### config.mk
export PLATFORM = sky130hd
export DESIGN_NAME = tdm_subch_rx
export DESIGN_NICKNAME = d
export VERILOG_FILES = /design/src/rtl/tdm_subch_rx.sv
export SDC_FILE = /design/constraint.sdc
export NUM_CORES = 2
export LEC_CHECK = 0
export ABC_AREA = 1
export CORE_MARGIN = 3
export CORE_UTILIZATION = 50
export DETAILED_ROUTE_END_ITERATION = 12
export PLACE_DENSITY = 0.68
export SETUP_SLACK_MARGIN = 0.1
export SLEW_MARGIN = 25
export SYNTH_ARGS = -nofsm -noshare
export SYNTH_HDL_FRONTEND = slang
export SYNTH_SLANG_ARGS = --single-unit
### constraint.sdc
create_clock -name clk -period 6.3 [get_ports clk]
set_clock_uncertainty 0.15 [all_clocks]
set_input_delay 1.26 -clock clk [delete_from_list [all_inputs] [get_ports clk]]
set_output_delay 1.26 -clock clk [all_outputs]
set_load 0.02 [all_outputs]
### src/rtl/tdm_subch_rx.sv
module tdm_subch_rx #(
  parameter int N_ENT  = 16,
  parameter int CH_W   = 5,
  parameter int ADDR_W = 11,
  parameter int LOOK   = 8,
  localparam int IDX_W = $clog2(N_ENT),
  localparam int ENT_W = 3 + CH_W + 8
) (
  input  logic              clk,
  input  logic              rst_n,
  input  logic              rx_en,
  input  logic              rx_bit,
  input  logic              fsync,
  input  logic              cfg_we,
  input  logic [IDX_W-1:0]  cfg_idx,
  input  logic [ENT_W-1:0]  cfg_entry,
  output logic              byte_vld,
  output logic [ADDR_W-1:0] byte_addr,
  output logic [7:0]        byte_data
);
  localparam int NCH   = 1 << CH_W;
  localparam int LOW_W = ADDR_W - CH_W;
  localparam int K_W   = (LOOK > 1) ? $clog2(LOOK) : 1;
  localparam int F_V   = ENT_W - 1;
  localparam int F_W   = ENT_W - 2;
  localparam int F_L   = ENT_W - 3;

  logic [N_ENT-1:0][ENT_W-1:0] tbl;
  logic [IDX_W-1:0]            base;
  logic [2:0]                  pos;
  logic                        synced;
  logic [NCH-1:0][2:0]         cnt;
  logic [NCH-1:0][7:0]         sh;

  wire             active = rx_en & (fsync | synced);
  wire [IDX_W-1:0] cb     = fsync ? '0 : base;
  wire [2:0]       cp     = fsync ? 3'd0 : pos;

  logic [LOOK-1:0][ENT_W-1:0] win;
  logic [LOOK-1:0]            alive;
  logic                       own_hit;
  logic [K_W-1:0]             own_k, gend;
  logic [ENT_W-1:0]           own_e;
  logic                       end_wrap;
  logic [CH_W-1:0]            own_ch;
  logic                       own_valid;

  always_comb begin
    for (int k = 0; k < LOOK; k++) begin
      win[k] = tbl[cb + IDX_W'(k)];
      if (k == 0) alive[k] = 1'b1;
      else        alive[k] = alive[k-1] & ~(win[k-1][F_W] | win[k-1][F_L]);
    end
    own_hit = 1'b0;
    own_k   = '0;
    gend    = K_W'(LOOK - 1);
    for (int k = LOOK - 1; k >= 0; k--) begin
      if (alive[k] && win[k][cp]) begin
        own_hit = 1'b1;
        own_k   = K_W'(k);
      end
      if (alive[k] && (win[k][F_W] || win[k][F_L])) gend = K_W'(k);
    end
  end

  assign own_e     = win[own_k];
  assign own_ch    = own_e[8 +: CH_W];
  assign own_valid = own_e[F_V];
  assign end_wrap  = win[gend][F_W];

  wire take = active & own_hit & own_valid;

  always_ff @(posedge clk or negedge rst_n) begin
    if (!rst_n) begin
      tbl       <= '0;
      base      <= '0;
      pos       <= '0;
      synced    <= 1'b0;
      cnt       <= '0;
      sh        <= '0;
      byte_vld  <= 1'b0;
      byte_addr <= '0;
      byte_data <= '0;
    end else if (!rx_en) begin
      if (cfg_we) tbl[cfg_idx] <= cfg_entry;
      base     <= '0;
      pos      <= '0;
      synced   <= 1'b0;
      cnt      <= '0;
      sh       <= '0;
      byte_vld <= 1'b0;
    end else begin
      byte_vld <= 1'b0;
      if (active) begin
        if (cp == 3'd7) begin
          pos <= '0;
          if (end_wrap) begin
            synced <= 1'b0;
            base   <= '0;
          end else begin
            synced <= 1'b1;
            base   <= cb + IDX_W'(gend) + IDX_W'(1);
          end
        end else begin
          pos    <= cp + 3'd1;
          synced <= 1'b1;
          base   <= cb;
        end
      end
      if (take) begin
        sh[own_ch]  <= {sh[own_ch][6:0], rx_bit};
        cnt[own_ch] <= cnt[own_ch] + 3'd1;
        if (cnt[own_ch] == 3'd7) begin
          byte_vld  <= 1'b1;
          byte_addr <= {own_ch, {LOW_W{1'b0}}};
          byte_data <= {sh[own_ch][6:0], rx_bit};
        end
      end
    end
  end

  a_r1_quiet_when_off: assert property (@(posedge clk) disable iff (!rst_n)
    !rx_en |=> !byte_vld);
  a_r7_idle_unsynced: assert property (@(posedge clk) disable iff (!rst_n)
    (!synced && !fsync) |=> !byte_vld);
  a_r4_unclaimed_holds: assert property (@(posedge clk) disable iff (!rst_n)
    (rx_en && active && !own_hit) |=> $stable(cnt));
  a_r5_invalid_holds: assert property (@(posedge clk) disable iff (!rst_n)
    (rx_en && active && own_hit && !own_valid) |=> ($stable(cnt) && !byte_vld));
  a_r8_table_frozen: assert property (@(posedge clk) disable iff (!rst_n)
    (rx_en && $past(rx_en)) |-> $stable(tbl));
  a_r6_strobe_source: assert property (@(posedge clk) disable iff (!rst_n)
    byte_vld |-> $past(take));
endmodule

* Word level (Yosys, flattened, before mapping)
Index checks and enable logic that the tools add are counted.
** Word-level totals
- Register bits :: 630
- Bits of input ports :: 26
- Logic and storage cells :: 257
** Cells by class
- Add/sub/neg operators :: 11
- $lt $le $gt $ge :: 15
- Equality and inequality tests :: 4
- Mux-type cells :: 92
- Bitwise logic cells :: 25
- Reductions and logical operators :: 24
** Operators by type and width (count)
- $bmux 16 s4 :: 8
- $bwmux 256 :: 2
- $mux 256 :: 2
- $mux 96 :: 2
- $mux 16 :: 10
- $bmux 16 s3 :: 2
- $bwmux 96 :: 1
- $demux 16 s4 :: 1
- $mux 3 :: 20
- $lt 4x5->1 const B :: 9
- $bmux 8 s5 :: 1
- $demux 8 s5 :: 1
- $bmux 1 s3 :: 8
- $mux 1 :: 24
- $mux 4 :: 5
- $add 4x3->4 const B :: 4
- $bmux 3 s5 :: 1
- $demux 3 s5 :: 1
- $logic_and 1x1->1 :: 15
- $mux 15 :: 1
- $and 1x1->1 :: 9
- $add 4x1->4 const B :: 2
- $add 4x2->4 const B :: 2
- $lt 3x4->1 const B :: 2
- other kinds (15) :: 38

* Longest topological paths before layout
- Depth in word-level cells :: 30
- Gate-level depth with buffers :: 58
- Mapped depth without buffers :: 42

* Worst setup path before layout
Ideal clock, no wire load.
- Path type :: input port to flip-flop
- Start point :: input port fsync
- End point :: register byte_addr[9]
- Library setup time :: 129 ps
- Data arrival time :: 7457 ps
- Required time :: 6021 ps
- Setup slack :: -1435 ps
- Stages :: 45
- Buffers on the path :: 19
- Path through :: buf_6 inv_4 buf_8 nand2_4 buf_12 buf_8 buf_8 buf_4 buf_2 buf_2 clkbuf_1 buf_2 ha_1 inv_1 buf_4 clkbuf_1 clkbuf_1 o211ai_1 [... 9 more ...] o21ai_1 nand2_1 nand3_1 nand2_1 nand2_1 nor2_4 buf_4 nand2_1 nand2_1 nor2_4 buf_2 nand2_1 ha_1 ha_1 nand2_1 clkbuf_1 buf_2 o21ai_0
** On the way
- Longest elaborated chain between the ends :: 27
- Elaborated cells between the ends (all ways) :: 94
** RTL lines
- start, declared :: line 13 : input logic fsync,
- $mux 4 :: line 36 : wire [IDX_W-1:0] cb = fsync ? '0 : base;
- $add 4x1->4 :: line 50 : win[k] = tbl[cb + IDX_W'(k)];
- $bmux 16 s4 :: line 50
- $mux 16 (not written as such) :: line 50
- $or 1x1->1 :: line 52 : else alive[k] = alive[k-1] & ~(win[k-1][F_W] | win[k-1][F_L]);
- $not 1->1 :: line 52
- $and 1x1->1 (6 in a row) :: line 52
- $logic_and 1x1->1 :: line 58 : if (alive[k] && win[k][cp]) begin
- $mux 3 (8 in a row) :: line 58
- $bmux 16 s3 :: line 66 : assign own_e = win[own_k];
- $mux 16 (not written as such) :: line 66
- $bmux 3 s5 :: line 113 : if (cnt[own_ch] == 3'd7) begin
- $mux 3 (not written as such) :: line 113
- $eq 3x3->1 :: line 113
- $reduce_and 3->1 (no line)
- end signal, assigned :: line 115 : byte_addr <= {own_ch, {LOW_W{1'b0}}};
- end, declared :: line 18 : output logic [ADDR_W-1:0] byte_addr,
Several ways; a longest one is shown, not always the timed one. The select of a mux whose other input is x is not followed.
A chain may end at the register's enable or synchronous reset.

* Final worst setup path
- Start point :: input port fsync
- End point :: register sh[237] (netlist name)
** On the way
- Longest elaborated chain between the ends :: 30
- Elaborated cells between the ends (all ways) :: 101
** RTL lines
- $mux 4 :: line 36
- $add 4x1->4 :: line 50
- $bmux 16 s4 :: line 50
- $mux 16 (not written as such) :: line 50
- $or 1x1->1 :: line 52
- $not 1->1 :: line 52
- $and 1x1->1 (6 in a row) :: line 52
- $logic_and 1x1->1 :: line 58
- [... 9 more ...]
- $mux 16 (not written as such) :: line 66
- $lt 5x6->1 (not written as such) / $ge 5x1->1 (equally long branches) :: line 111 : sh[own_ch] <= {sh[own_ch][6:0], rx_bit};
- $logic_and 1x1->1 (not written as such) :: line 111
- $mux 8 (not written as such) :: line 111
- $demux 8 s5 :: line 111
- $bwmux 256 :: line 111
- $mux 256 :: line 110 : if (take) begin
- $mux 256 :: line 84 : end else if (!rx_en) begin
- end signal, assigned by index :: line 111
- end, declared :: line 33 : logic [NCH-1:0][7:0] sh;
Several ways; a longest one is shown, not always the timed one. The select of a mux whose other input is x is not followed.

==> flow_summary.yaml <==
die:
  rows: 100
  dieArea_um2: 80000
  ios: 46
  die_w_um: 283
  start_util_pct: 51.0
  dieHeight_um: 283
  coreArea_um2: 75200
finish:
  regArea_um2: 15000
  synthToLayoutAreaGrowth_pct: 17.7
  multi_input_area_um2: 19900
  layout_common_cells: "2247 x nand2_1, 781 x nand3_1, 635 x o21ai_0"
  layout_commonest_cell: "nand2_1"
  diodes: 0
  drive_above_1_share_pct: 13.0
  fillers: 7019
  final_nets: 5985
  fin_area_um2: 45100
clock_tree:
  cts.sink_count: 598
  cts_tree: "yes"
  cts_buffers: 70
  max-clock-path-buffers: 3
  clk_pin_slew_worst_paths_ns: 0.06
  root_buffer: "clkbuf_16"
  clk_latency_ns: 0.64
  htree_levels: 3
worst_setup_path:
  worstSetupEndpointType: "flop"
  crit_path_end: "sh[237]$_DFFE_PN0P_"
  r2r_slack_ns: 0.44
  reg2regPathDepth: 30
  rr_startpoint: "base[0]$_DFFE_PN0P_"
  slowest_stage: "nor2_4"
  cpPeakStageDelay_ns: 0.72
  r2r_end: "sh[237]$_DFFE_PN0P_"
  timing.critical_path.mode_cell: "nand2_1"
  path_class: "input port to flop"
  startpoint: "fsync"
  cp_data_arrival_time_ns: 6.36
  worst-path-max-fanout: 16
  crit_required_ns: 6.71
  crit_path_start_kind: "input port"
power:
  p_leak_nw: 22.9
  ir_drop_mv: 0.430
  powerDensity_nw_per_um2: 366
routing:
  dr.pass1.iters: 6
  antenna_left: 0
  wire_per_inst_um: 19.5
  drt_iter0_drc: 4662
  post-route-drc-count: 0
  vias: 40100
  via_per_inst: 5.70
  totalWireLength_mm: 137
synth:
  syn_inst: 5747
  syn_area_per_cell_um2: 6.67
  ys_warn_count: 0
  synth_cell_types: 61
  synth_area_um2: 38300
  synth_edf_count: 0
  async_flop_share_pct: 100
  yosysSeqAreaShare_pct: 39.0
  synthFlopType: "dfrtp_1"
  ys_ff_latch: 598
global_route:
  grt_pass1_vias: 37400
  antenna_found_initial: 0
  grt_max_degree: 141
  grt_pass1_wl_mm: 214
  grt_use_total_pct: 33.5
  grt.overflow.total: 0
worst_hold_path:
  hold_path.class: "flop to flop"
status:
  outcome: "complete, no violations"
sta:
  rsz0062_at_grt: "no"
  fmax_mhz: 168
  setup_tns_ns: 0
  hold_ws_ns: 0.321
  worstMarginPinSlew_ns: 0.854
  timing.slew.headroom_pct: 43.0
  period_minus_slack_ns: 5.95
  post-route-period-util_pct: 94.5
  slew_violations: 0
  hold_viol_final: 0
  setup_viol: 0
place:
  hpwl_mm: 94.7
  place.gp.congestion: 1.04
  placed_area_um2: 42400
  port_buffers: 39
run:
  cap_violations: 0
metal layers:
| metal | track usage, % | up-vias | routed length, um |
|---|---|---|---|
| met3 | 6.24 | 348 | 13500 |
| met5 | 0 | - | 0 |
| li1 | - | 19100 | - |
| met4 | 12.5 | 0 | 5460 |
| met1 | 48.8 | 18700 | 60100 |
| met2 | 49.5 | 1997 | 58200 |
synthesized netlist by cell type, drive strengths merged, types with 2 or more instances:
cell | count | area, um^2
nor3 | 7 | 46.3
nand2 | 2282 | 8660
dfrtp | 598 | 15000
nor2 | 165 | 927
a21boi | 2 | 18.8
a32o | 3 | 30.0
nand3 | 793 | 4010
a21oi | 29 | 156
buf | 232 | 1520
o22ai | 102 | 644
or2 | 3 | 18.8
xor2 | 5 | 51.3
nand4 | 8 | 56.3
clkinv | 11 | 41.3
nand3b | 15 | 113
inv | 447 | 1680
a31oi | 6 | 37.5
o211ai | 49 | 368
clkbuf | 146 | 548
ha | 6 | 75.1
a221oi | 4 | 35.0
and2 | 3 | 18.8
o2111ai | 3 | 26.3
o21ai | 798 | 4010
mux2i | 17 | 170
or3 | 2 | 17.5
worst min path at each step:
stage | cells past startpoint | slack [ns] | end | start
global route | 2 | 0.34 | sh[244]$_DFFE_PN0P_ | sh[244]$_DFFE_PN0P_
global placement | 2 | 0.30 | sh[244]$_DFFE_PN0P_ | sh[244]$_DFFE_PN0P_
CTS | 2 | 0.32 | sh[131]$_DFFE_PN0P_ | sh[131]$_DFFE_PN0P_
finish | 2 | 0.32 | byte_data[2]$_DFFE_PN0P_ | byte_data[2]$_DFFE_PN0P_
floorplan | 2 | 0.29 | sh[131]$_DFFE_PN0P_ | sh[131]$_DFFE_PN0P_
detailed placement | 2 | 0.31 | sh[131]$_DFFE_PN0P_ | sh[131]$_DFFE_PN0P_
what timing repair did:
| action | CTS | global route |
|---|---|---|
| cloned | 1 | 2 |
| setup endpoints to repair | 84 | 322 |
| hold buffers | 0 | 0 |
| setup buffers | 2 | 11 |
| resized for setup | 2 | 9 |
| pin swaps | 2 | 5 |
power breakdown:
part           internal (W)  switching [W]  total, W
Clock               0.00258        0.00176   0.00434
Sequential          0.00423       0.000266   0.00449
Combinational       0.00260        0.00508   0.00768
cell type report:
cell class / count / area share, %
Timing Repair Buffer: 505 / 10.6
Clock inverter: 26 / 0.920
Multi-Input combinational cell: 4320 / 44.1
Sequential cell: 598 / 33.2
Tap cell: 1020 / 2.83
Clock buffer: 100 / 4.53
Inverter: 458 / 3.87
worst max-delay path, delay by kind of cell:
family / cells / cell delay, ns
buffers and inverters: 8 / 1.27
AO/OA/AOI/OAI: 6 / 1.18
AND/OR/NAND/NOR: 17 / 2.64
flip-flops by register name, summed over array words and instances (netlist names):
| name | count |
|---|---|
| sh | 224 |
| byte_data | 8 |
| byte_vld | 1 |
| tbl | 256 |
| pos | 3 |
| base | 4 |
| synced | 1 |
| byte_addr | 5 |
| cnt | 96 |
through the flow:
stage               cells  setup slack [ns]  power (W)  utilization [%]
CTS                  7013            0.0726     0.0161             59.7
global placement     6884            -0.558     0.0115             56.4
detailed placement   6884            -0.623     0.0116             56.4
finish               7027             0.348     0.0165             60.0
floorplan            5752            -0.568    0.00891                -
global route         7027             0.108     0.0174             60.0
cell families (layout without fill, tap and decap cells):
family                   after synthesis  after routing  synth area share, %
AO/OA/AOI/OAI                       1003           1003                 14.1
adder cells (fa/ha/maj)                6              6                0.196
buffers and inverters                837           1089                 9.93
multiplexers                          17             17                0.444
AND/OR/NAND/NOR                     3279           3282                 36.2
other                                  1              6              0.00978
flip-flops                           598            598                 39.0
XOR/XNOR                               6              6                0.157
Note: power is estimated with default switching activity, not from simulation.
